===== config.mk =====
export PLATFORM = sky130hd
export DESIGN_NAME = dac_cmd_spi_host
export DESIGN_NICKNAME = d
export VERILOG_FILES = /design/src/rtl/dsh_pkg.sv /design/src/rtl/dsh_word_pack.sv /design/src/rtl/dsh_cycle_timer.sv /design/src/rtl/dac_cmd_spi_host.sv
export SDC_FILE = /design/constraint.sdc
export NUM_CORES = 1
export LEC_CHECK = 0
export ABC_AREA = 1
export BUFFER_PORTS_ARGS = -buffer_cell sky130_fd_sc_hd__buf_2
export CORE_ASPECT_RATIO = 0.7
export CORE_MARGIN = 2
export CORE_UTILIZATION = 52
export CTS_BUF_LIST = sky130_fd_sc_hd__clkbuf_16
export CTS_CLUSTER_DIAMETER = 120
export CTS_CLUSTER_SIZE = 20
export DETAILED_ROUTE_END_ITERATION = 7
export GPL_ROUTABILITY_DRIVEN = 0
export PLACE_DENSITY = 0.87
export SLEW_MARGIN = 20
export SYNTH_ARGS = -nofsm -noshare
export SYNTH_HDL_FRONTEND = slang
export SYNTH_SLANG_ARGS = --single-unit

===== constraint.sdc =====
create_clock -name clk -period 1.5 [get_ports clk]
set_clock_uncertainty 0.1 [all_clocks]
set_input_delay 0.3 -clock clk [delete_from_list [all_inputs] [get_ports clk]]
set_output_delay 0.3 -clock clk [all_outputs]
set_load 0.02 [all_outputs]

===== src/rtl/dsh_pkg.sv =====
package dsh_pkg;

    localparam int OP_W     = 4;
    localparam int CODE_W   = 10;
    localparam int PAD_W    = 2;
    localparam int FRAME_W  = OP_W + CODE_W + PAD_W;
    localparam int NFALL_W  = $clog2(FRAME_W + 1);

    typedef enum logic [2:0] {
        ST_IDLE,
        ST_SETUP,
        ST_HIGH,
        ST_LOW,
        ST_HOLD,
        ST_GAP
    } dsh_state_e;

    typedef struct packed {
        dsh_state_e           state;
        logic                 cs_n;
        logic                 sck;
        logic [FRAME_W-1:0]   sr;
        logic [NFALL_W-1:0]   nfall;
        logic                 done;
    } dsh_regs_t;

    function automatic int dsh_max(input int a, input int b);
        return (a > b) ? a : b;
    endfunction

endpackage


===== src/rtl/dsh_word_pack.sv =====
module dsh_word_pack
    import dsh_pkg::*;
(
    input  logic [OP_W-1:0]    op,
    input  logic [CODE_W-1:0]  code,
    output logic [FRAME_W-1:0] word
);
    // opcode leads, code MSB first, zero padding trails
    assign word = {op, code, {PAD_W{1'b0}}};
endmodule


===== src/rtl/dsh_cycle_timer.sv =====
module dsh_cycle_timer #(
    parameter int W = 4
) (
    input  logic         clk,
    input  logic         rst_n,
    input  logic         load,
    input  logic [W-1:0] load_val,
    output logic         expired
);
    logic [W-1:0] cnt_d, cnt_q;

    always_comb begin
        cnt_d = cnt_q;
        if (load) begin
            cnt_d = load_val;
        end else if (cnt_q != '0) begin
            cnt_d = cnt_q - 1'b1;
        end
    end

    always_ff @(posedge clk or negedge rst_n) begin
        if (!rst_n) cnt_q <= '0;
        else        cnt_q <= cnt_d;
    end

    assign expired = (cnt_q == '0);
endmodule


===== src/rtl/dac_cmd_spi_host.sv =====
module dac_cmd_spi_host
    import dsh_pkg::*;
#(
    parameter int CLK_NS     = 5,
    parameter int SCK_HI_CYC = 10,
    parameter int SCK_LO_CYC = 10,
    parameter int CSS_CYC    = 6,
    parameter int CSH_CYC    = 11,
    parameter int CSW_CYC    = 21,
    parameter bit IDLE_HIGH  = 1'b0
) (
    input  logic              clk,
    input  logic              rst_n,
    input  logic              req_valid,
    output logic              req_ready,
    input  logic [OP_W-1:0]   req_op,
    input  logic [CODE_W-1:0] req_code,
    output logic              spi_cs_n,
    output logic              spi_sck,
    output logic              spi_sdo,
    output logic              done
);
    // idle-high: the first falling edge ends the setup phase, so it also
    // has to give the first bit its data setup time
    localparam int SETUP_CYC = IDLE_HIGH ? dsh_max(CSS_CYC, SCK_HI_CYC) : CSS_CYC;
    localparam int MAX_CYC   = dsh_max(dsh_max(dsh_max(SETUP_CYC, SCK_HI_CYC),
                                       dsh_max(SCK_LO_CYC, CSH_CYC)), CSW_CYC);
    localparam int TW        = $clog2(MAX_CYC + 1);
    localparam int NUM_TMR   = 3;
    localparam int T_PHASE   = 0;   // clock high/low phases
    localparam int T_EDGE    = 1;   // chip-select setup and hold
    localparam int T_GAP     = 2;   // chip-select high time

    localparam bit TIMING_OK =
        (SCK_HI_CYC >= 1) && (SCK_LO_CYC >= 1) && (CSS_CYC >= 1) &&
        (CSH_CYC >= 1) && (CSW_CYC >= 1) &&
        (SCK_HI_CYC * CLK_NS >= 40) && (SCK_LO_CYC * CLK_NS >= 40) &&
        ((SCK_HI_CYC + SCK_LO_CYC) * CLK_NS >= 100) &&
        (CSS_CYC * CLK_NS >= 25) && (CSH_CYC * CLK_NS >= 50) &&
        (CSH_CYC * CLK_NS >= 40) && (CSW_CYC * CLK_NS >= 100);

    if (!TIMING_OK) begin : g_bad_timing
        $error("dac_cmd_spi_host: interval counts violate the serial timing minimums");
    end

    localparam dsh_regs_t RST_VAL = '{
        state: ST_IDLE, cs_n: 1'b1, sck: IDLE_HIGH,
        sr: '0, nfall: '0, done: 1'b0
    };

    dsh_regs_t            r_d, r_q;
    logic [FRAME_W-1:0]   word;
    logic [NUM_TMR-1:0]   tmr_load;
    logic [NUM_TMR-1:0]   tmr_zero;
    logic [TW-1:0]        tmr_val [NUM_TMR];

    dsh_word_pack u_pack (
        .op   (req_op),
        .code (req_code),
        .word (word)
    );

    for (genvar k = 0; k < NUM_TMR; k++) begin : g_tmr
        dsh_cycle_timer #(.W(TW)) u_tmr (
            .clk      (clk),
            .rst_n    (rst_n),
            .load     (tmr_load[k]),
            .load_val (tmr_val[k]),
            .expired  (tmr_zero[k])
        );
    end

    always_comb begin
        r_d      = r_q;
        r_d.done = 1'b0;
        tmr_load = '0;
        for (int k = 0; k < NUM_TMR; k++) tmr_val[k] = '0;

        unique case (r_q.state)
            ST_IDLE: begin
                if (req_valid) begin
                    r_d.state = ST_SETUP;
                    r_d.cs_n  = 1'b0;
                    r_d.sr    = word;
                    r_d.nfall = '0;
                    tmr_load[T_EDGE] = 1'b1;
                    tmr_val[T_EDGE]  = TW'(SETUP_CYC - 1);
                end
            end
            ST_SETUP: begin
                if (tmr_zero[T_EDGE]) begin
                    if (IDLE_HIGH) begin
                        r_d.sck   = 1'b0;
                        r_d.nfall = NFALL_W'(1);
                        r_d.state = ST_LOW;
                        tmr_load[T_PHASE] = 1'b1;
                        tmr_val[T_PHASE]  = TW'(SCK_LO_CYC - 1);
                    end else begin
                        r_d.sck   = 1'b1;
                        r_d.state = ST_HIGH;
                        tmr_load[T_PHASE] = 1'b1;
                        tmr_val[T_PHASE]  = TW'(SCK_HI_CYC - 1);
                    end
                end
            end
            ST_HIGH: begin
                if (tmr_zero[T_PHASE]) begin
                    r_d.sck   = 1'b0;
                    r_d.nfall = r_q.nfall + 1'b1;
                    if (r_q.nfall == NFALL_W'(FRAME_W - 1)) begin
                        r_d.state = ST_HOLD;
                        tmr_load[T_EDGE] = 1'b1;
                        tmr_val[T_EDGE]  = TW'(CSH_CYC - 1);
                    end else begin
                        r_d.state = ST_LOW;
                        tmr_load[T_PHASE] = 1'b1;
                        tmr_val[T_PHASE]  = TW'(SCK_LO_CYC - 1);
                    end
                end
            end
            ST_LOW: begin
                if (tmr_zero[T_PHASE]) begin
                    r_d.sck   = 1'b1;
                    r_d.sr    = {r_q.sr[FRAME_W-2:0], 1'b0};
                    r_d.state = ST_HIGH;
                    tmr_load[T_PHASE] = 1'b1;
                    tmr_val[T_PHASE]  = TW'(SCK_HI_CYC - 1);
                end
            end
            ST_HOLD: begin
                if (tmr_zero[T_EDGE]) begin
                    r_d.cs_n  = 1'b1;
                    r_d.sck   = IDLE_HIGH;
                    r_d.sr    = '0;
                    r_d.state = ST_GAP;
                    tmr_load[T_GAP] = 1'b1;
                    tmr_val[T_GAP]  = TW'(CSW_CYC - 1);
                end
            end
            ST_GAP: begin
                if (tmr_zero[T_GAP]) begin
                    r_d.done  = 1'b1;
                    r_d.state = ST_IDLE;
                end
            end
            default: r_d = RST_VAL;
        endcase
    end

    always_ff @(posedge clk or negedge rst_n) begin
        if (!rst_n) r_q <= RST_VAL;
        else        r_q <= r_d;
    end

    assign req_ready = (r_q.state == ST_IDLE);
    assign spi_cs_n  = r_q.cs_n;
    assign spi_sck   = r_q.sck;
    assign spi_sdo   = r_q.sr[FRAME_W-1];
    assign done      = r_q.done;

endmodule


==> results by group, run 1 <==
Job
  – Max Cap Violations: 0

Die
  – DIE HEIGHT: 57.4 um
  – Initial Util: 54.1%
  – Die Wd: 80.4 um
  – Core footprint: 0.00392 mm^2
  – I/O pins: 22
  – Die ar.: 0.00462 mm^2
  – Row count: 19

CTS
  – CTS Root Buffer Type: clkbuf_16
  – TritonCTS clock tree: built
  – Clock transition at path regs: 60 ps
  – Num CTS Buffers: 5
  – Clk sinks: 40
  – Worst skew pair latency: 290 ps
  – H-tree levels: 2
  – Clk buf depth: 2

Worst setup path
  – Critical path endpoint category: flop
  – Max FO, Critical Path: 6
  – Critical Path Start Type: flop
  – R2r worst-path depth: 8
  – WS Path Type: flop to flop
  – Critical path arrival: 1740 ps
  – Critical path required time: 1570 ps

Min path
  – Worst Hold Depth: 3
  – Worst Hold Class: input pin to flop

Yosys
  – Register area share after synthesis: 47.2%
  – Cell taking the most area after synthesis: dfrtp_1
  – Post-synth net total: 293
  – Cells after Synth: 271
  – Mean area per synthesized cell: 7.83 um^2
  – Yosys reg bits: 40
  – Yosys warnings: 0
  – Ys async rst share: 100%
  – Mapped Area: 0.00212 mm^2
  – Yosys top cell area share: 46.0%
  – Count of cell types in the netlist: 31
  – Area contributors post-synth: dfrtp_1 (46%), nand2_1 (13%), inv_1 (7.3%)
  – Post-synth top flop: dfrtp_1
  – Post-synth EDFFs: 0

Drt
  – Pre-antenna DRT Iters: 5
  – Final wirelength: 6680 um
  – Via Count: 2245
  – Number of remaining DRC errors: 0
  – Vias per cell: 5.74
  – Wirelength per Cell: 17.1 um
  – Initial DRC Count: 255
  – Final ANT Viol Nets: 0

Pwr
  – Leakage: 1.48 nW
  – Max VDD drop: 1.48 mV
  – Tot Pwr: 0.00663 W
  – Pwr Density: 2230 mW/mm^2

Finish
  – FILL cells: 236
  – Fraction of layout cells with a size suffix above 1: 36.3%
  – # nets final: 361
  – Area Growth Syn to Fin: 40.3%
  – Diodes inserted: 0

Global routing
  – Largest net degree at the start of global routing: 19
  – Vias in the first global route: 1992
  – Initial antenna violation count: 0
  – First-pass GRT wire length: 8740 um
  – Grt total ovfl: 0
  – GRT Overall Usage: 24.9%

STA
  – TNS Setup: -2870 ps
  – RSZ-0062 raised after global routing: true
  – Worst slew pin tran: 409 ps
  – Slew HR: 72.8%
  – Finish-stage setup viols: 31
  – Final period util: 111%
  – Slew Viols, Final: 0
  – Fin worst setup slack: -163 ps
  – Final hold viol count: 0
  – Fin crit period: 1660 ps
  – Fmax: 601 MHz

Placed design
  – Port bufs: 21
  – Post-DP HPWL: 3630 um

Status
  – Outcome: finished, violations left
  – Violated checks: negative setup slack
state kept, by name, indices dropped and copies added, names as in the netlist:
register and count:
done 1, g_tmr.u_tmr.cnt_q 15, r_q 21, spi_cs_n 1
spi_sck 1, spi_sdo 1
layout make-up:
| class | count | area (um^2) | share of cell area (%) |
|---|---|---|---|
| clock inverter | 2 | 8.76 | 0.294 |
| inverter | 44 | 165 | 5.55 |
| sequential | 40 | 1000 | 33.7 |
| tap | 52 | 65.1 | 2.19 |
| timing repair buffer | 65 | 482 | 16.2 |
| clock buffer | 5 | 125 | 4.20 |
| multi-input combinational | 183 | 1130 | 37.9 |
layer usage:
metal	vias to the layer above	track usage (%)	wire length (um)
met1	1070	31.9	2630
met4	0	8.47	253
li1	989	-	-
met5	-	0	0
met2	155	42.7	3240
met3	31	4.59	559
layout by cell type (no fill, tap or decap), types with 2 or more instances in the layout:
cell type	n
buf_2	20
inv_1	36
a21oi_2	2
inv_2	9
nand4_1	2
xnor2_1	2
nand2_1	63
o21ai_0	20
o21ai_1	13
ha_4	4
buf_4	40
nor2_4	6
nand2_4	6
nor3_1	3
xor2_1	4
nor2_2	5
nand3_2	2
buf_12	3
nand3_4	2
nand3_1	10
dfrtp_1	38
a21oi_1	9
clkbuf_16	5
nor2_1	10
nand2_2	8
cell usage after synthesis (2+ instances only):
master    n
a21oi_1  11
dfrtp_1  39
ha_1      5
inv_1    41
inv_2     3
nand2_1  72
nand2_2   4
nand3_1  14
nand4_1   2
nor2_1   16
nor2_2    5
nor3_1    3
o21ai_0  22
o21ai_1  12
o31ai_1   2
xnor2_1   2
xor2_1    4
power breakdown:
group / internal [W] / switching (W) / leakage, nW / total (W)
Clock: 0.000598 / 0.000427 / 0.0709 / 0.00102
Combinational: 0.00168 / 0.00220 / 0.896 / 0.00387
Sequential: 0.00149 / 0.000240 / 0.510 / 0.00173
Total: 0.00376 / 0.00286 / 1.48 / 0.00663
kinds of logic after synthesis:
group,synth area share [%]
AND/OR/NAND/NOR,25.2
AO/OA/AOI/OAI,12.7
buffers and inverters,9.43
flip-flops,47.2
XOR/XNOR,2.48
adder cells (fa/ha/maj),2.95
path summary, 6_finish.rpt:
kind	start	endpoint	slack, ps
worst max-delay path	r_q[24]$_DFFE_PN0P_	r_q[1]$_DFFE_PN0P_	-160
worst min-delay path	req_code[0]	r_q[8]$_DFFE_PN0P_	210
worst max register to register	r_q[24]$_DFFE_PN0P_	r_q[1]$_DFFE_PN0P_	-160
worst min register to register	spi_cs_n$_DFFE_PN1P_	spi_cs_n$_DFFE_PN1P_	380
max in group asynchronous	rst_n	r_q[25]$_DFFE_PN0P_	470
min in group asynchronous	rst_n	g_tmr[2].u_tmr.cnt_q[4]$_DFFE_PN0P_	370
what timing repair did:
| item | 4_1_cts | 5_1_grt |
|---|---|---|
| hold buffers | 1 | 0 |
| setup buffers | 2 | 8 |
| pin swaps | 5 | 8 |
| hold endpoints to repair | 14 | 0 |
| resized for setup | 16 | 29 |
| endpoints found under the setup margin | 31 | 38 |
worst max-delay path, stage by stage (launching register included):
cell and delay [ps]:
dfrtp_2 420, inv_2 120, buf_4 130, nor2_1 60, a21oi_1 220, nand2_2 160, inv_2 120, o21ai_0 90
o21a_1 110
per-stage QoR:
step / hold slack, ps / worst slack [ps] / std cells / instance area (um^2) / utilization, %
final: 210 / -163 / 391 / 2980 / 75.9
after global routing: 273 / -237 / 391 / 2980 / 75.9
after CTS: 166 / -74.0 / 383 / 2800 / 71.5
after detailed placement: 149 / -129 / 374 / 2610 / 66.5
after global placement: 144 / -38.0 / 374 / 2610 / 66.5
after floorplan: -95.6 / 1.28 / 271 / 2180 / -
Note: power is estimated with default switching activity, not from simulation.
==> run 2, diff against run 1 <==
--- a/config.mk
+++ b/config.mk
@@ -7,9 +7,11 @@
 export LEC_CHECK = 0
 export ABC_AREA = 1
 export BUFFER_PORTS_ARGS = -buffer_cell sky130_fd_sc_hd__buf_2
+export CELL_PAD_IN_SITES_DETAIL_PLACEMENT = 0
+export CELL_PAD_IN_SITES_GLOBAL_PLACEMENT = 2
 export CORE_ASPECT_RATIO = 0.7
 export CORE_MARGIN = 2
-export CORE_UTILIZATION = 52
+export CORE_UTILIZATION = 31
 export CTS_BUF_LIST = sky130_fd_sc_hd__clkbuf_16
 export CTS_CLUSTER_DIAMETER = 120
 export CTS_CLUSTER_SIZE = 20
==> results by group, run 2 (synthesis gave the netlist of run 1 again) <==
Min path
  – Hold endpoint: r_q[8]$_DFFE_PN0P_
  – Hold path start: req_code[0]
  – Worst Hold Class: input pin to flop
  – Worst Hold Depth: 3 (unchanged)

Placed design
  – Port bufs: 21 (unchanged)
  – Post-DP HPWL: 3580 um (-1.5%)
  – # placed instances: 423 (+13%)

Worst setup path
  – CP Cell Sequence: inv_2, buf_6, nand2_4, buf_6, nor2_2, nand2_1, nand2_2, nor2_4, nand2_2, nand2_1, nand2_1
  – Crit path top cell by count: nand2_1
  – Reg2reg end: r_q[24]$_DFFE_PN0P_
  – Critical path arrival: 1730 ps (about the same)
  – Critical path endpoint category: flop
  – R2R Setup Slk: -110 ps (+50 ps)
  – WS Path Type: flop to flop
  – R2r worst-path depth: 11 (+3)
  – Critical path's largest stage delay: 410 ps (about the same)
  – Reg-to-reg startpoint: r_q[25]$_DFFE_PN0P_
  – Max FO, Critical Path: 5 (-1)
  – CP bufs+invs: 3 (unchanged)
  – Master of the slowest instance on the critical path: dfrtp_1
  – Critical Path Start Type: flop
  – CP top delay family: simple AND/OR/NAND/NOR gates
  – Critical path required time: 1620 ps (+50 ps)

CTS
  – H-tree levels: 2 (unchanged)
  – Clk sinks: 40 (unchanged)
  – Num CTS Buffers: 5 (unchanged)
  – Clk buf depth: 2 (unchanged)
  – TritonCTS clock tree: built
  – Worst skew pair latency: 280 ps (about the same)
  – CTS Root Buffer Type: clkbuf_16
  – Clock transition at path regs: 60 ps (about the same)

Drt
  – Via Count: 2086 (-7.1%)
  – Number of remaining DRC errors: 0 (unchanged)
  – M1 wire length: 2850 um (+8.5%)
  – Final wirelength: 5840 um (-12%)
  – Met3 Wirelength: 189 um (-66%)
  – Initial DRC Count: 91 (-64%)
  – Pre-antenna DRT Iters: 4 (-1)
  – Vias per cell: 4.47 (-22%)
  – Top Metal Used: met4
  – Metal2 WL: 2730 um (-16%)
  – Final ANT Viol Nets: 0 (unchanged)
  – Wirelength per Cell: 12.5 um (-27%)

Finish
  – Max reg flops: 21 (unchanged)
  – Finished Layout Cells: 467 (+19%)
  – Most common cell after layout, fill and taps aside: buf_4
  – FILL cells: 630 (+170%)
  – Diodes inserted: 0 (unchanged)
  – Largest registers: r_q (21), g_tmr.u_tmr.cnt_q (15)
  – Commonest cells after routing, fill and taps aside: buf_4 (59), nand2_1 (54), dfrtp_1 (39)
  – Fraction of layout cells with a size suffix above 1: 46.4% (+10 points)
  – Biggest register: r_q
  – # nets final: 394 (+9.1%)
  – Area Growth Syn to Fin: 64.7%

Job
  – Max Cap Violations: 0 (unchanged)

Global routing
  – Largest net degree at the start of global routing: 24 (+5)
  – Vias in the first global route: 1989 (-0.15%)
  – GRT Overall Usage: 16.3% (-8.6 points)
  – Grt total ovfl: 0 (unchanged)
  – First-pass GRT wire length: 9430 um (+7.9%)
  – Initial antenna violation count: 0 (unchanged)

STA
  – Fin worst setup slack: -110 ps (+53.2 ps)
  – Final hold viol count: 0 (unchanged)
  – Worst slew pin tran: 296 ps (-112 ps)
  – Fin crit period: 1610 ps (-53.2 ps)
  – Hold WS: 154 ps (-55.2 ps)
  – Final period util: 107% (-3.5 points)
  – Finish-stage setup viols: 29 (-6.5%)
  – TNS Setup: -2120 ps (+747 ps)
  – Slew Viols, Final: 0 (unchanged)
  – Slew HR: 80.3% (+7.5 points)
  – RSZ-0062 raised after global routing: true
  – Fmax: 621 MHz (+3.3%)

Die
  – Row count: 25 (+6)
  – Die ar.: 0.00753 mm^2 (+63%)
  – Die Wd: 103 um (+28%)
  – I/O pins: 22 (unchanged)
  – Core footprint: 0.00669 mm^2 (+71%)
  – DIE HEIGHT: 73.2 um (+27%)
  – Initial Util: 31.7% (-22 points)

Status
  – Violated checks: negative setup slack
  – Outcome: finished, violations left

Pwr
  – Tot Pwr: 0.00755 W (+14%)
  – Pwr Density: 2160 mW/mm^2 (-3.0%)
  – Leakage: 1.72 nW (+16%)
  – Max VDD drop: 0.854 mV (-42%)
## run 2: cell types whose count changed in the layout (fill, tap and decap cells not counted), sizes merged
cell	change
clkinvlp	+1
buf	+31
clkbuf	+2
bufinv	+1
inv	-1
## run 2: worst max-delay path by stage
| stage | startpoint | endpoint | slack (ps) | cells past startpoint |
|---|---|---|---|---|
| 2_1_floorplan | g_tmr[1].u_tmr.cnt_q[0]$_DFFE_PN0P_ | r_q[10]$_DFFE_PN0P_ | 1 | 9 |
| 3_3_place_gp | r_q[2]$_DFFE_PN0P_ | r_q[25]$_DFFE_PN0P_ | -130 | 9 |
| 3_5_place_dp | r_q[1]$_DFFE_PN0P_ | r_q[25]$_DFFE_PN0P_ | -170 | 9 |
| 4_1_cts | r_q[2]$_DFFE_PN0P_ | g_tmr[0].u_tmr.cnt_q[2]$_DFFE_PN0P_ | -80 | 9 |
| 5_1_grt | g_tmr[0].u_tmr.cnt_q[0]$_DFFE_PN0P_ | r_q[26]$_DFFE_PN0P_ | -190 | 10 |
| 6_report | r_q[25]$_DFFE_PN0P_ | r_q[24]$_DFFE_PN0P_ | -110 | 11 |
## run 2: worst reg2reg max path, stage by stage, from the launching register on
cell and delay [ps]:
dfrtp_1 410, inv_2 120, buf_6 120, nand2_4 50, buf_6 120, nor2_2 170, nand2_1 110, nand2_2 100
nor2_4 60, nand2_2 90, nand2_1 50, nand2_1 50
## run 2: metal layers
| metal | vias up | global-route usage [%] |
|---|---|---|
| li1 | 1064 | - |
| met4 | 0 | 4.68 |
| met1 | 988 | 22.7 |
| met5 | - | 0 |
| met3 | 7 | 3.16 |
| met2 | 27 | 25.8 |
## run 2: area by class of cell
type | count | area [um^2] | share of cell area, %
Clock inverter | 3 | 38.8 | 1.11
Multi-Input combinational cell | 183 | 1220 | 34.9
Tap cell | 94 | 118 | 3.37
Inverter | 44 | 174 | 4.98
Sequential cell | 40 | 1000 | 28.7
Clock buffer | 5 | 125 | 3.58
Timing Repair Buffer | 98 | 817 | 23.4
## run 2: where the power goes
group | switching, W | internal, W
clock | 0.000410 | 0.000775
combinational | 0.00233 | 0.00235
sequential | 0.000205 | 0.00149
total | 0.00294 | 0.00461
## run 2: through the flow
stage,utilization [%],cell area [um^2],worst slack (ps)
global route,52.2,3490,-186
detailed placement,40.2,2690,-174
finish,52.2,3490,-110
floorplan,-,2180,1.28
global placement,40.2,2690,-130
CTS,48.4,3240,-84.5
## run 2: repair_timing
action,CTS,global route
buffers inserted,23,11
hold endpoints to repair,39,0
setup endpoints to repair,32,36
gates resized for setup,44,51
pin swaps,13,19
hold buffers,1,0
cloned,2,1
==> run 3, diff against run 2 <==
--- a/config.mk
+++ b/config.mk
@@ -18,6 +18,7 @@
 export DETAILED_ROUTE_END_ITERATION = 7
 export GPL_ROUTABILITY_DRIVEN = 0
 export PLACE_DENSITY = 0.87
+export RECOVER_POWER = 50
 export SLEW_MARGIN = 20
 export SYNTH_ARGS = -nofsm -noshare
 export SYNTH_HDL_FRONTEND = slang
==> constraint.sdc (replaced) <==
create_clock -name clk -period 1.5 [get_ports clk]
set_clock_uncertainty 0.1 [all_clocks]
set_input_delay 0.075 -clock clk [delete_from_list [all_inputs] [get_ports clk]]
set_output_delay 0.075 -clock clk [all_outputs]
set_load 0.02 [all_outputs]
==> results by group, run 3 (synthesis gave the netlist of run 1 again) <==
Worst setup path
  – Critical path arrival: 1660 ps (-70 ps)
  – R2R Setup Slk: -90 ps (+20 ps)
  – Critical path endpoint category: flop
  – Critical Path Start Type: flop
  – CP Launch Point: r_q[2]$_DFFE_PN0P_
  – Max FO, Critical Path: 3 (-2)
  – Critical path required time: 1570 ps (-50 ps)
  – Reg-to-reg startpoint: r_q[2]$_DFFE_PN0P_
  – WS Path Type: flop to flop
  – Reg2reg end: g_tmr[0].u_tmr.cnt_q[1]$_DFFE_PN0P_
  – R2r worst-path depth: 9 (-2)

Status
  – Outcome: finished, violations left
  – Violated checks: negative hold slack, negative setup slack

Pwr
  – Pwr Density: 2130 mW/mm^2 (-1.6%)
  – Leakage: 1.64 nW (-4.5%)
  – Max VDD drop: 0.934 mV (+9.4%)
  – Comb pwr share: 62.2% (+0.3 points)
  – Part of the power in the clock network: 14.2% (-1.5 points)
  – Pint: 0.00428 W (-7.1%)
  – Tot Pwr: 0.00719 W (-4.8%)
  – Sequential share of power: 23.7% (+1.3 points)
  – Switching Share: 40.5% (+1.5 points)
  – Net Switching: 0.00291 W (-1.1%)

Drt
  – Vias per cell: 4.40 (-1.5%)
  – Wirelength per Cell: 12.0 um (-4.4%)
  – Pre-antenna DRT Iters: 5 (+1)
  – Final ANT Viol Nets: 0 (unchanged)
  – Initial DRC Count: 99 (+8.8%)
  – Number of remaining DRC errors: 0 (unchanged)
  – Final wirelength: 5520 um (-5.4%)
  – Via Count: 2033 (-2.5%)

STA
  – Worst slew pin tran: 1020 ps (+722 ps)
  – Slew HR: 32.1% (-48 points)
  – Slew Viols, Final: 0 (unchanged)
  – Final hold viol count: 3 (+3)
  – Fin worst setup slack: -87.1 ps (+22.8 ps)
  – Fin crit period: 1590 ps (-22.8 ps)
  – Finish-stage setup viols: 16 (-45%)
  – Final period util: 106% (-1.5 points)
  – Hold WS: -4.50 ps (-159 ps)
  – Fmax: 630 MHz (+1.4%)
  – RSZ-0062 raised after global routing: true

Finish
  – Commonest cells after routing, fill and taps aside: buf_4 (56), nand2_1 (49), dfrtp_1 (38)
  – Biggest register: r_q
  – Largest registers: r_q (21), g_tmr.u_tmr.cnt_q (15)
  – # nets final: 389 (-1.3%)
  – Fraction of layout cells with a size suffix above 1: 48.6% (+2.3 points)
  – Diodes inserted: 0 (unchanged)
  – Area Growth Syn to Fin: 59.4%
  – Max reg flops: 21 (unchanged)
  – Most common cell after layout, fill and taps aside: buf_4

Job
  – Max Cap Violations: 0 (unchanged)

CTS
  – Worst skew pair latency: 280 ps (about the same)
  – Num CTS Buffers: 5 (unchanged)
  – Clk buf depth: 2 (unchanged)
  – TritonCTS clock tree: built
  – H-tree levels: 2 (unchanged)
  – Clk sinks: 40 (unchanged)
  – CTS Root Buffer Type: clkbuf_16
  – Clock transition at path regs: 60 ps (about the same)

Global routing
  – Largest net degree at the start of global routing: 41 (+71%)
  – GRT Overall Usage: 15.4% (-0.88 points)
  – First-pass GRT wire length: 9000 um (-4.5%)
  – Initial antenna violation count: 0 (unchanged)
  – Vias in the first global route: 1933 (-2.8%)
  – Grt total ovfl: 0 (unchanged)

Die
  – Initial Util: 31.7% (unchanged)
  – I/O pins: 22 (unchanged)
  – Core footprint: 0.00669 mm^2 (unchanged)
  – DIE HEIGHT: 73.2 um (unchanged)
  – Row count: 25 (unchanged)
  – Die ar.: 0.00753 mm^2 (unchanged)
  – Die Wd: 103 um (unchanged)

Placed design
  – Port bufs: 21 (unchanged)
  – Post-DP HPWL: 3480 um (-2.9%)

Min path
  – Worst Hold Depth: 5 (+2)
  – Hold endpoint: r_q[11]$_DFFE_PN0P_
  – Hold path start: req_code[3]
  – Worst Hold Class: input pin to flop
## run 3: changes by cell type in the layout (fill, tap and decap cells not counted), sizes merged
cell / delta
buf: -5
inv: +1
clkbuf: -1
bufinv: -1
dlygate4sd3: +1
## run 3: metrics by stage
| stage | worst slack, ps | utilization [%] | TNS [ps] | cells | cell area, um^2 |
|---|---|---|---|---|---|
| after global placement | -236 | 40.2 | -1560 | 423 | 2690 |
| after global routing | -158 | 50.5 | -3150 | 462 | 3380 |
| after CTS | -103 | 47.0 | -1410 | 451 | 3150 |
| after floorplan | 1.28 | - | 0 | 271 | 2180 |
| final | -87.1 | 50.5 | -837 | 462 | 3380 |
| after detailed placement | -247 | 40.2 | -2630 | 423 | 2690 |
## run 3: power by group through the flow
stage                     combinational [W]  clock, W  sequential [W]
after floorplan                     0.00194         0         0.00172
after global placement              0.00307         0         0.00167
after detailed placement            0.00310         0         0.00167
after CTS                           0.00398   0.00106         0.00168
after global routing                0.00498   0.00110         0.00175
final                               0.00447   0.00102         0.00170
## run 3: worst max-delay path, stage by stage (launching register included)
cell and delay (ps):
dfrtp_1 390, ha_2 200, nand2_2 90, nor2_4 40, ha_4 170, inv_2 60
nand2_2 80, a21oi_4 150, nand2b_4 160, nor2_1 40
## run 3: how the worst max path moves through the flow
stage,end,slack [ps]
2_1_floorplan,r_q[10]$_DFFE_PN0P_,1
3_3_place_gp,r_q[25]$_DFFE_PN0P_,-240
3_5_place_dp,r_q[25]$_DFFE_PN0P_,-250
4_1_cts,g_tmr[0].u_tmr.cnt_q[2]$_DFFE_PN0P_,-100
5_1_grt,r_q[25]$_DFFE_PN0P_,-160
6_report,g_tmr[0].u_tmr.cnt_q[1]$_DFFE_PN0P_,-90
## run 3: layer usage
metal,vias up,GRT usage (%),part of all wire [%]
met5,-,0,0
met4,0,3.95,0.83
met3,5,3.16,2.3
met2,15,23.2,47
met1,964,22.6,50
li1,1049,-,-
## run 3: final cells by class
class                   count  area (um^2)
clock buffers               5          125
well taps                  94          118
repair buffers             93          716
multi-input cells         183         1240
inverters                  44          168
flip-flops and latches     40         1000
clock inverters             3         16.3
fillers                   628         3310
## run 3: repair_timing
action | CTS | global route
endpoints found under the setup margin | 34 | 37
buffers inserted | 16 | 13
resized for setup | 40 | 71
endpoints found under the hold margin | 40 | 0
pin swaps | 14 | 17
hold buffers | 2 | 0
gates cloned | 2 | 1
